<file path="src/rtl/eeprom_emu_pkg.sv">
package eeprom_emu_pkg;

    typedef logic [15:0] word_t;

    // control register bit positions
    localparam int CTL_SK   = 0;
    localparam int CTL_CS   = 1;
    localparam int CTL_DI   = 2;
    localparam int CTL_DO   = 3;
    localparam int CTL_PRES = 8;
    localparam int CTL_GNT  = 7;
    localparam logic [31:0] CTL_KEEP_MASK = 32'h0000_0077;

    localparam logic [2:0] OP_READ = 3'b110;

    // word port field positions
    localparam int WP_ADDR_LO = 8;
    localparam int WP_ADDR_W  = 8;
    localparam logic [15:0] WP_DONE_BIT = 16'h0002;
    localparam logic [15:0] WP_REQ_CLR  = 16'hFFFE;

    typedef enum logic [1:0] {
        SER_COLLECT = 2'd0,
        SER_STREAM  = 2'd1,
        SER_DISCARD = 2'd2
    } ser_state_t;

    function automatic word_t plain_word(int idx, logic [47:0] station, word_t fill_base);
        word_t w;
        if (idx < 3) begin
            w = {station[idx*16+8 +: 8], station[idx*16 +: 8]};
        end else begin
            w = fill_base + word_t'(idx);
        end
        return w;
    endfunction

    function automatic word_t check_word(int words, logic [47:0] station,
                                         word_t fill_base, word_t target);
        word_t acc;
        acc = '0;
        for (int i = 0; i < words - 1; i++) begin
            acc = acc + plain_word(i, station, fill_base);
        end
        return target - acc;
    endfunction

    function automatic word_t image_word(int idx, int words, logic [47:0] station,
                                         word_t fill_base, word_t target);
        word_t w;
        if (idx == words - 1) begin
            w = check_word(words, station, fill_base, target);
        end else begin
            w = plain_word(idx, station, fill_base);
        end
        return w;
    endfunction

endpackage

</file>
<file path="src/rtl/eeprom_emu_image.sv">
module eeprom_emu_image
    import eeprom_emu_pkg::*;
#(
    parameter int          ADDR_W     = 6,
    parameter logic [47:0] STATION    = 48'h0000_0000_0000,
    parameter logic [15:0] FILL_BASE  = 16'hFFFF,
    parameter logic [15:0] SUM_TARGET = 16'hBABA
) (
    input  logic [ADDR_W-1:0] ser_addr,
    output word_t             ser_word,
    input  logic [ADDR_W-1:0] port_addr,
    output word_t             port_word
);
    localparam int WORDS = 1 << ADDR_W;

    word_t image [WORDS];

    for (genvar k = 0; k < WORDS; k++) begin : g_word
        assign image[k] = image_word(k, WORDS, STATION, FILL_BASE, SUM_TARGET);
    end

    assign ser_word  = image[ser_addr];
    assign port_word = image[port_addr];

endmodule

</file>
<file path="src/rtl/eeprom_emu_serial.sv">
module eeprom_emu_serial
    import eeprom_emu_pkg::*;
#(
    parameter int ADDR_W = 6
) (
    input  logic                clk,
    input  logic                rst_n,
    input  logic                we,
    input  logic [31:0]         wdata,
    output logic [31:0]         keep_bits,
    output logic                reading,
    output logic [ADDR_W+3:0]   bit_ptr
);
    localparam int CMD_W = 3 + ADDR_W;
    localparam int PTR_W = ADDR_W + 4;
    localparam int CNT_W = $clog2(CMD_W + 1);

    ser_state_t         state_q, state_d;
    logic [31:0]        keep_q;
    logic [CMD_W-2:0]   shift_q;
    logic [CMD_W-1:0]   shift_next;
    logic [CNT_W-1:0]   cnt_q;
    logic [PTR_W-1:0]   ptr_q;
    logic               sk_rise, sk_fall, sel, deselect, shift_in, cmd_done;
    logic [2:0]         opcode;
    logic [ADDR_W-1:0]  cmd_addr;

    assign sk_rise    = we &  wdata[CTL_SK] & ~keep_q[CTL_SK];
    assign sk_fall    = we & ~wdata[CTL_SK] &  keep_q[CTL_SK];
    assign sel        = wdata[CTL_CS];
    assign deselect   = sk_rise & ~sel;
    assign shift_in   = sk_rise &  sel;
    assign shift_next = {shift_q, wdata[CTL_DI]};
    assign opcode     = shift_next[CMD_W-1 -: 3];
    assign cmd_addr   = shift_next[ADDR_W-1:0];
    assign cmd_done   = shift_in && (state_q == SER_COLLECT) &&
                        (cnt_q == CNT_W'(CMD_W - 1));

    // next-state decision
    always_comb begin
        state_d = state_q;
        unique case (state_q)
            SER_COLLECT: begin
                if (cmd_done) begin
                    state_d = (opcode == OP_READ) ? SER_STREAM : SER_DISCARD;
                end
            end
            SER_STREAM, SER_DISCARD: begin
                if (deselect) begin
                    state_d = SER_COLLECT;
                end
            end
            default: state_d = SER_COLLECT;
        endcase
        if (deselect) begin
            state_d = SER_COLLECT;
        end
    end

    // state register
    always_ff @(posedge clk) begin
        if (!rst_n) begin
            state_q <= SER_COLLECT;
        end else begin
            state_q <= state_d;
        end
    end

    // serial datapath registers
    always_ff @(posedge clk) begin
        if (!rst_n) begin
            keep_q  <= '0;
            shift_q <= '0;
            cnt_q   <= '0;
            ptr_q   <= '0;
        end else if (we) begin
            keep_q <= wdata & CTL_KEEP_MASK;
            if (deselect) begin
                shift_q <= '0;
                cnt_q   <= '0;
                ptr_q   <= '0;
            end else if (shift_in) begin
                shift_q <= shift_next[CMD_W-2:0];
                if (state_q == SER_COLLECT) begin
                    cnt_q <= cnt_q + CNT_W'(1);
                end
                if (cmd_done) begin
                    ptr_q <= {cmd_addr, 4'b0000} - PTR_W'(1);
                end
            end else if (sk_fall) begin
                ptr_q <= ptr_q + PTR_W'(1);
            end
        end
    end

    // outputs
    always_comb begin
        keep_bits = keep_q;
        bit_ptr   = ptr_q;
        reading   = (state_q == SER_STREAM);
    end

endmodule

</file>
<file path="src/rtl/eeprom_emu_wordport.sv">
module eeprom_emu_wordport
    import eeprom_emu_pkg::*;
#(
    parameter int ADDR_W = 6
) (
    input  logic              clk,
    input  logic              rst_n,
    input  logic              we,
    input  logic [15:0]       wdata,
    input  word_t             word_in,
    output logic [ADDR_W-1:0] word_addr,
    output logic [31:0]       rdata
);
    localparam int WORDS = 1 << ADDR_W;

    logic [15:0]          held_q;
    logic [WP_ADDR_W-1:0] addr_field;
    logic                 in_range;

    always_ff @(posedge clk) begin
        if (!rst_n) begin
            held_q <= '0;
        end else if (we) begin
            held_q <= wdata;
        end
    end

    assign addr_field = held_q[WP_ADDR_LO +: WP_ADDR_W];
    assign in_range   = int'(addr_field) < WORDS;
    assign word_addr  = addr_field[ADDR_W-1:0];
    assign rdata      = in_range ? {word_in, (held_q | WP_DONE_BIT) & WP_REQ_CLR} : 32'h0;

endmodule

</file>
<file path="src/rtl/eeprom_emu_top.sv">
module eeprom_emu_top
    import eeprom_emu_pkg::*;
#(
    parameter int          ADDR_W     = 6,
    parameter logic [47:0] STATION    = 48'h0000_0000_0000,
    parameter logic [15:0] FILL_BASE  = 16'hFFFF,
    parameter logic [15:0] SUM_TARGET = 16'hBABA
) (
    input  logic        clk,
    input  logic        rst_n,
    input  logic        ctl_we,
    input  logic [31:0] ctl_wdata,
    output logic [31:0] ctl_rdata,
    input  logic        wp_we,
    input  logic [15:0] wp_wdata,
    output logic [31:0] wp_rdata
);
    localparam int PTR_W = ADDR_W + 4;

    logic [31:0]       keep_bits;
    logic              reading;
    logic [PTR_W-1:0]  bit_ptr;
    word_t             ser_word, port_word;
    logic [ADDR_W-1:0] port_addr;
    logic              do_bit;

    eeprom_emu_serial #(.ADDR_W(ADDR_W)) i_serial (
        .clk       (clk),
        .rst_n     (rst_n),
        .we        (ctl_we),
        .wdata     (ctl_wdata),
        .keep_bits (keep_bits),
        .reading   (reading),
        .bit_ptr   (bit_ptr)
    );

    eeprom_emu_image #(
        .ADDR_W     (ADDR_W),
        .STATION    (STATION),
        .FILL_BASE  (FILL_BASE),
        .SUM_TARGET (SUM_TARGET)
    ) i_image (
        .ser_addr  (bit_ptr[PTR_W-1:4]),
        .ser_word  (ser_word),
        .port_addr (port_addr),
        .port_word (port_word)
    );

    eeprom_emu_wordport #(.ADDR_W(ADDR_W)) i_wordport (
        .clk       (clk),
        .rst_n     (rst_n),
        .we        (wp_we),
        .wdata     (wp_wdata),
        .word_in   (port_word),
        .word_addr (port_addr),
        .rdata     (wp_rdata)
    );

    // bit 15 of the word leaves first: index is inverted pointer low nibble
    assign do_bit = reading ? ser_word[~bit_ptr[3:0]] : 1'b1;

    always_comb begin
        ctl_rdata = keep_bits;
        ctl_rdata[CTL_PRES] = 1'b1;
        ctl_rdata[CTL_GNT]  = 1'b1;
        ctl_rdata[CTL_DO]   = do_bit;
    end

endmodule

</file>
<file path="config.mk">
export PLATFORM = sky130hd
export DESIGN_NAME = eeprom_emu_top
export DESIGN_NICKNAME = d
export VERILOG_FILES = /design/src/rtl/eeprom_emu_pkg.sv /design/src/rtl/eeprom_emu_image.sv /design/src/rtl/eeprom_emu_serial.sv /design/src/rtl/eeprom_emu_wordport.sv /design/src/rtl/eeprom_emu_top.sv
export SDC_FILE = /design/constraint.sdc
export NUM_CORES = 1
export LEC_CHECK = 0
export ABC_AREA = 1
export BUFFER_PORTS_ARGS = -buffer_cell sky130_fd_sc_hd__buf_2
export CORE_ASPECT_RATIO = 0.8
export CORE_UTILIZATION = 40
export DETAILED_ROUTE_END_ITERATION = 8
export GPL_TIMING_DRIVEN = 1
export PLACE_DENSITY = 0.75
export SKIP_CTS_REPAIR_TIMING = 1
export SLEW_MARGIN = 30
export SYNTH_ARGS = -nofsm -noshare
export SYNTH_HDL_FRONTEND = slang
export SYNTH_SLANG_ARGS = --single-unit
</file>
<file path="constraint.sdc">
create_clock -name clk -period 3.8 [get_ports clk]
set_clock_uncertainty 0.05 [all_clocks]
set_input_delay 0.19 -clock clk [delete_from_list [all_inputs] [get_ports clk]]
set_output_delay 0.19 -clock clk [all_outputs]
set_load 0.01 [all_outputs]
</file>
-- Word-level counts from Yosys, hierarchy flattened
Memory sizes are Yosys's and may differ from the RTL's.
Index checks and enable logic that the tools add are counted.
- bitwise gates (word level): 14
- add/subtract/negate cells: 3
- muxes and demuxes: 20
- reduce and logical (&&, ||, !) cells: 12
- order comparisons: 4
- eq/ne operators: 6
- operator list (cell ; count):
    $mux W16 ; 4
    $mux W10 ; 4
    $mux W32 ; 1
    $mux W8 ; 2
    $ge A7 B7 Y1 const B ; 2
    $not A6 Y7 ; 2
    $mux W4 ; 3
    $add A10 B1 Y10 const B ; 1
    $sub A10 B1 Y10 const B ; 1
    $lt A8 B7 Y1 const B ; 1
    $and A1 B1 Y1 ; 6
    $reduce_and A3 Y1 ; 2
    $lt A4 B5 Y1 const B ; 1
    $not A1 Y1 ; 5
    $add A4 B1 Y4 const B ; 1
    $bmux W1 S4 ; 1
    $eq A4 B4 Y1 const B ; 1
    $mux W2 ; 2
    $not A4 Y4 ; 1
    $pmux W2 S2 ; 1
    $reduce_and A2 Y1 ; 2
    $reduce_bool A2 Y1 ; 2
    $reduce_or A2 Y1 ; 2
    $eq A3 B3 Y1 const B ; 1
    other kinds (8) ; 10
- memories: 2
- word-level logic and storage cells: 67
- output and inout bits: 64
- register bits: 46
- ROM bits: 2048
- input bits: 52
- memory list (name ; depth ; width ; read ports ; clocked after Yosys merged registers in ; write ports ; RTL line ; source):
    (no name shown) ; 64 ; 16 ; 1 ; 0 ; 0 ; eeprom_emu_image.sv:23 ; assign port_word = image[port_addr];
    (no name shown) ; 64 ; 16 ; 1 ; 0 ; 0 ; eeprom_emu_image.sv:22 ; assign ser_word = image[ser_addr];

-- Logic depth before layout (Yosys ltp)
Gate-level depths: netlist (run 1).
- depth after elaboration: 8
- depth in mapped cells: 12
- gate-level depth less buffers: 11

-- Modules after synthesis
From an unflattened synthesis (run 1), not the netlist that was laid out.
- cells, all modules: 576
- area, all modules: 3692.3 µm²
- modules (own cells, without submodules) (module ; cells each ; times used ; sequential area each (µm²) ; area each (µm²)):
    eeprom_emu_serial ; 259 ; 1 ; 600.6 ; 1786.7
    eeprom_emu_wordport ; 158 ; 1 ; 280.3 ; 1067.3
    eeprom_emu_image ; 108 ; 1 ; 0.0 ; 611.8
    eeprom_emu_top ; 51 ; 1 ; 0.0 ; 226.5

-- Worst setup path before layout (run 1)
OpenSTA, ideal clock, no wires.
- kind: reg-to-output
- from: reg i_wordport.held_q[14]
- to: out wp_rdata[24]
- stages on the path, launching flop included: 5
- data arrival time: 1.465 ns
- buffers on the path: 1
- data required time: 3.560 ns
- setup slack: 2.095 ns
- cells stage by stage: dfxtp_1 nor2_1 nand2_1 nor3_1 buf_4
- word-level cells in the longest chain between the ends: 2
- RTL lines (item ; RTL line ; source):
    start, declared ; eeprom_emu_wordport.sv:16 ; logic [15:0] held_q;
    start signal, assigned ; eeprom_emu_wordport.sv:24 ; held_q <= wdata;
    $lt A8 B7 Y1 ; eeprom_emu_wordport.sv:29 ; assign in_range = int'(addr_field) < WORDS;
    $mux W32 ; eeprom_emu_wordport.sv:31 ; assign rdata = in_range ? {word_in, (held_q | WP_DONE_BIT) & WP_REQ_CLR} : 32'h0;
    end, declared ; eeprom_emu_top.sv:16 ; output logic [31:0] wp_rdata
Every way passes these cells.

-- Final worst setup path (run 1)
- from: reg i_serial.ptr_q[5] (netlist: i_serial.bit_ptr[5])
- to: out ctl_rdata[3]
- word-level cells in the longest chain between the ends: 7
- RTL lines (item ; RTL line ; source):
    start, declared ; eeprom_emu_serial.sv:23 ; logic [PTR_W-1:0] ptr_q;
    start signal, assigned ; eeprom_emu_serial.sv:88 ; ptr_q <= {cmd_addr, 4'b0000} - PTR_W'(1);
    start signal, assigned ; eeprom_emu_serial.sv:91 ; ptr_q <= ptr_q + PTR_W'(1);
    $not A6 Y7 (implied by the code) ; eeprom_emu_image.sv:22 ;
    $mem_v2 Z64 W16 ; -- ;
    $mux W16 (implied by the code) (2 in series) ; eeprom_emu_image.sv:22 ;
    $bmux W1 S4 ; eeprom_emu_top.sv:60 ; assign do_bit = reading ? ser_word[~bit_ptr[3:0]] : 1'b1;
    $mux W1 (implied by the code) ; eeprom_emu_top.sv:60 ;
    $mux W1 ; eeprom_emu_top.sv:60 ;
    end, declared ; eeprom_emu_top.sv:13 ; output logic [31:0] ctl_rdata,
Every way passes these cells. The select of a mux whose other input is x is not followed.

==> results_dict.tcl, run 1 <==
set metrics [dict create \
    hold_class "input pin to flip-flop" \
    fin_crit_sh_pct 56.2 \
    final_common_cell "nand2_1" \
    internal-power_mw 0.796 \
    maxCapViolCount 0 \
    drtPass1Iterations 4 \
    via_per_inst 4.83 \
    via_count 2818 \
    post_dp_cell_area_mm2 0.00317 \
    wl_per_cell_um 10.9 \
    n_fill_cell 741 \
    die-area_mm2 0.00794 \
    netlist_area_mm2 0.00303 \
    numCtsBuffers 5 \
    insertion_delay_ps 310 \
    finalHoldViolations 0 \
    dp_hpwl_um 4850 \
    synthDistinctLibCells 39 \
    cts_buffer_depth 2 \
    ant_nets 0 \
    fmax_mhz 468 \
    stdcell_count 584 \
    cp_data_required_time_ps 3560 \
    post-route-drc-count 0 \
    grt_pass1_wl_um 10600 \
    synth_area_leader_cell "dfxtp_1" \
    areaGrowthSynthToFinish_pct 8.49 \
    worst-path-max-fanout 7 \
    cp-start-kind "flip-flop" \
    core-area_mm2 0.00736 \
    p_leak_nw 1.57 \
    max_slew_margin_pct 47.4 \
    pwr-share-comb_pct 23.3 \
    rr_worst_depth 7 \
    layout_common_cells "nand2_1, inv_1, nor2_1, buf_2, dfxtp_1" \
    synth_warnings 0 \
    maxSlewViolCount 0 \
    dp.cells 576 \
    multi_input_area_mm2 0.00167 \
    reg2reg_slack_ps 1980 \
    netlist.area_leader.share_pct 29.0 \
    worstHoldStart "ctl_wdata[6]" \
    cp.arrival_ps 1900 \
    pre_cts_slack_ps 1980 \
    start_util_pct 41.2 \
    pwr-share-seq_pct 44.0 \
    routed_wl_um 6370 \
    synth_area_leaders "dfxtp_1, buf_4, nand2_1" \
    timing.rr.start "i_serial.keep_bits[0]$_SDFFE_PN0P_" \
    final_nets 558 \
    io_pins 116 \
    synth-async-reset-ratio_pct 0 \
    dieHeight_um 79.9 \
    diodes 0 \
    regArea_um2 881 \
    power_switching_mw 0.368 \
    dr.first_iter.drc_count 168 \
    powerDensity_mw_per_mm2 354 \
    synth-edff-count 0 \
    grt_max_degree 27 \
    finalHoldWorstSlack_ps 51.6 \
    avgSynthCellArea_um2 6.68 \
    fp-row-count 28 \
    swShare_pct 31.6 \
    finalInstanceArea_mm2 0.00329 \
    cts_tree "yes" \
    grt_pass1_vias 2368 \
    crit_path_start "i_serial.bit_ptr[5]$_SDFFE_PN0P_" \
    drive_gt1_share_pct 18.8 \
    htreeDepth 2 \
    antenna_found_initial 0 \
    synth_seq_area_share_pct 29.0 \
    synth_seq_cells 44 \
    setup_viol 0 \
    port_buffers 55 \
    setup_tns_ps 0 \
    path_cells "inv_1 -> ha_1 -> nand2_1 -> nor2_1 -> a21oi_1 -> nand2_1 -> nand2_1 -> nand2_1 -> nand3_1 -> nand2_1 -> buf_2" \
    cts-root-buf "clkbuf_8" \
    path_class "flip-flop to output pin" \
    min_to "i_serial.keep_bits[6]$_SDFFE_PN0P_" \
    rsz0062_at_grt "no" \
    grt_remaining_overflow 0 \
    min_period_ps 2140 \
    postLayoutCoreUtil_pct 44.7 \
    outcome "complete, no violations" \
    synth_ff_type "dfxtp_1" \
    worstMarginPinSlew_ps 787 \
    ir_drop_mv 0.160 \
    grt_use_total_pct 16.4 \
    clk_pin_slew_ps 90 \
    gp_congestion 0.823 \
    power_mw 1.16 \
    crit_path_frequent_cell "nand2_1" \
    syn_inst 454 \
    end_kind "output pin" \
    pwr-share-clk_pct 32.7 \
    min_path_cells 3 \
    slowest_stage "dfxtp_1" \
    fp.dieW_um 99.4 \
    final.setup.worst_slack_ps 1660 \
    slowest_delay_ps 460 \
    worstReg2RegEnd "i_serial.bit_ptr[4]$_SDFFE_PN0P_" \
    cts.sinks 44 \
]
[metal layers]
metal  vias up  share of wire, %  track usage [%]
li1       1448                 -                -
met1      1251                49             22.3
met2       112                43             26.5
met3         7               7.3             3.33
met4         0              0.77             3.82
met5         -                 0                0
[power by group through the flow]
stage               Sequential [mW]  Clock, mW  Combinational [mW]
global placement              0.522          0               0.264
global route                  0.517      0.414               0.311
finish                        0.513      0.381               0.271
detailed placement            0.524          0               0.270
floorplan                     0.518          0               0.232
CTS                           0.513      0.394               0.271
[cell usage after synthesis, types with 5 or more instances]
cell / instances
nand2_1: 74
buf_4: 38
dfxtp_1: 44
clkbuf_1: 5
inv_1: 59
a21oi_2: 7
nand3_1: 21
ha_1: 13
o21ai_0: 35
buf_2: 5
a21oi_1: 38
nor3_1: 5
nor2_1: 58
nand2_2: 8
[sequential cells by signal, indices dropped and copies added (netlist names)]
register	flops
i_wordport.held_q	14
i_serial.shift_q	8
i_serial.keep_bits	6
i_serial.state_q	2
i_serial.bit_ptr	10
i_serial.cnt_q	4
[critical path, delay by kind of cell, from the launching register on]
kind	cells	cell delay (ps)
adder cells (fa/ha/maj)	1	320
flip-flops	1	460
AND/OR/NAND/NOR	7	460
buffers and inverters	2	270
AO/OA/AOI/OAI	1	100
[worst max path at each step]
stage	endpoint	slack, ps	cells past startpoint
CTS	ctl_rdata[3]	1630	9
finish	ctl_rdata[3]	1660	11
floorplan	wp_rdata[24]	2100	4
global placement	ctl_rdata[3]	2010	11
global route	ctl_rdata[3]	1490	9
detailed placement	ctl_rdata[3]	1980	9
[area by class of cell]
| type | instances | area share (%) |
|---|---|---|
| clock buffer | 6 | 2.51 |
| clock inverter | 2 | 1.18 |
| inverter | 62 | 7.07 |
| multi-input combinational | 325 | 50.7 |
| sequential | 44 | 26.8 |
| tap | 90 | 3.42 |
| timing repair buffer | 55 | 8.36 |
[kinds of logic after synthesis]
logic type | after synthesis | synth area share [%]
compound gates | 96 | 18.0
xor+xnor | 4 | 1.15
fa+ha+maj | 13 | 5.36
buf+inv | 115 | 19.7
flops | 44 | 29.0
other cells | 2 | 0.248
simple gates | 180 | 26.5
Power figures use the tool's default switching activity.
==> run 2: changes to the inputs <==
clock period = 2 ns   (was 3.8 ns; I/O delays follow)
==> results_dict.tcl, run 2 (synthesis results as in run 1) <==
set metrics [dict create \
    largest_register_ff_count 14 \
    cp-start-kind "flip-flop" \
    final.setup.worst_slack_ps 131 \
    cts_buffer_depth 2 \
    areaGrowthSynthToFinish_pct 11.6 \
    cp_data_required_time_ps 1850 \
    end_kind "output pin" \
    worst-path-max-fanout 4 \
    wl_per_cell_um 10.9 \
    setup_viol 0 \
    powerDensity_mw_per_mm2 655 \
    core-area_mm2 0.00736 \
    diodes 0 \
    htreeDepth 2 \
    antenna_found_initial 0 \
    slowest_delay_ps 360 \
    grt_remaining_overflow 0 \
    violations "negative hold slack" \
    finalHoldViolations 1 \
    worstMarginPinSlew_ps 677 \
    start_util_pct 41.2 \
    stdcell_count 593 \
    crit_path_frequent_cell "nand2_1" \
    grt_max_degree 27 \
    layout_common_cells "nand2_1, nor2_1, inv_1, buf_2, dfxtp_1" \
    grt_pass1_wl_um 10700 \
    min_period_ps 1870 \
    dp.cells 580 \
    fp.dieW_um 99.4 \
    ant_nets 0 \
    fin_crit_sh_pct 93.5 \
    io_pins 116 \
    dieHeight_um 79.9 \
    grt_use_total_pct 16.2 \
    cts_tree "yes" \
    min_to "i_serial.keep_bits[6]$_SDFFE_PN0P_" \
    post-route-drc-count 0 \
    die-area_mm2 0.00794 \
    ir_drop_mv 0.273 \
    final_nets 567 \
    cp.arrival_ps 1720 \
    drive_gt1_share_pct 21.9 \
    path_cells "inv_2 -> ha_2 -> nand2_1 -> nor2_1 -> a21oi_1 -> nand2_1 -> nand2_1 -> nand2_1 -> nand3_1 -> nand2_1 -> buf_2" \
    reg2reg_slack_ps 320 \
    maxCapViolCount 0 \
    drtPass1Iterations 4 \
    gp_congestion 0.875 \
    fp-row-count 28 \
    via_per_inst 4.76 \
    n_fill_cell 736 \
    port_buffers 55 \
    rr_worst_depth 7 \
    dr.first_iter.drc_count 110 \
    cts-root-buf "clkbuf_8" \
    p_leak_nw 1.61 \
    clk_pin_slew_ps 100 \
    maxSlewViolCount 0 \
    cts.sinks 44 \
    routed_wl_um 6480 \
    insertion_delay_ps 300 \
    worstHoldStart "ctl_wdata[6]" \
    multi_input_area_mm2 0.00168 \
    hold_class "input pin to flip-flop" \
    worstReg2RegEnd "i_serial.bit_ptr[6]$_SDFFE_PN0P_" \
    fmax_mhz 535 \
    top_register "i_wordport.held_q" \
    post_dp_cell_area_mm2 0.00320 \
    slowest_stage "dfxtp_4" \
    final_common_cell "nand2_1" \
    numCtsBuffers 5 \
    grt_pass1_vias 2437 \
    path_class "flip-flop to output pin" \
    finalHoldWorstSlack_ps -1.91 \
    min_path_cells 3 \
    via_count 2823 \
    finalInstanceArea_mm2 0.00339 \
    dp_hpwl_um 5000 \
    outcome "finished, violations left" \
    timing.rr.start "i_serial.bit_ptr[1]$_SDFFE_PN0P_" \
    regArea_um2 887 \
    pre_cts_slack_ps 317 \
    max_slew_margin_pct 54.8 \
]
[run 2: cell count changes in the layout (fill, tap and decap cells not counted), sizes merged]
cell         change
dlygate4sd3      +4
inv              +1
clkinv           -1
clkbuf           -1
clkinvlp         +1
buf              +5
[run 2: area by class of cell]
cell class,instances,share of cell area (%)
Clock buffer,5,2.03
Clock inverter,3,1.37
Inverter,62,6.87
Multi-Input combinational cell,325,49.7
Sequential cell,44,26.2
Tap cell,90,3.32
Timing Repair Buffer,64,10.5
[run 2: metal layers]
layer	wire (um)	vias to the layer above	track usage [%]
met4	21	0	3.53
met1	3200	1253	21.6
met3	423	5	3.15
li1	-	1466	-
met2	2840	99	27.2
met5	0	-	0
[run 2: how the worst max path moves through the flow]
stage	startpoint	to	slack (ps)	cells past startpoint
2_1_floorplan	i_wordport.held_q[14]$_SDFFE_PN0P_	wp_rdata[24]	390	4
3_3_place_gp	i_serial.bit_ptr[4]$_SDFFE_PN0P_	ctl_rdata[3]	330	11
3_5_place_dp	i_serial.bit_ptr[4]$_SDFFE_PN0P_	ctl_rdata[3]	320	11
4_1_cts	i_serial.bit_ptr[4]$_SDFFE_PN0P_	ctl_rdata[3]	-30	11
5_1_grt	i_serial.bit_ptr[9]$_SDFFE_PN0P_	ctl_rdata[3]	-20	10
6_report	i_serial.bit_ptr[4]$_SDFFE_PN0P_	ctl_rdata[3]	130	11
[run 2: power breakdown]
| group | switching, mW | internal, mW | total, mW |
|---|---|---|---|
| clock network | 0.332 | 0.377 | 0.708 |
| registers | 0.0394 | 0.930 | 0.969 |
| logic | 0.352 | 0.191 | 0.542 |
[run 2: stage by stage]
step,hold slack (ps),setup TNS [ps],util (%),power [mW]
2_1_floorplan,185,0,-,1.43
3_5_place_dp,288,0,43.5,1.51
5_1_grt,10.6,-21.5,46.0,2.35
6_report,-1.91,0,46.0,2.22
3_3_place_gp,279,0,43.5,1.50
4_1_cts,-30.0,-29.2,45.1,2.22
[run 2: critical path: cells and delay by family (launching register included)]
kind,cells,cell delay (ps)
flip-flops,1,360
AND/OR/NAND/NOR,7,420
AO/OA/AOI/OAI,1,120
adder cells (fa/ha/maj),1,290
buffers and inverters,2,220
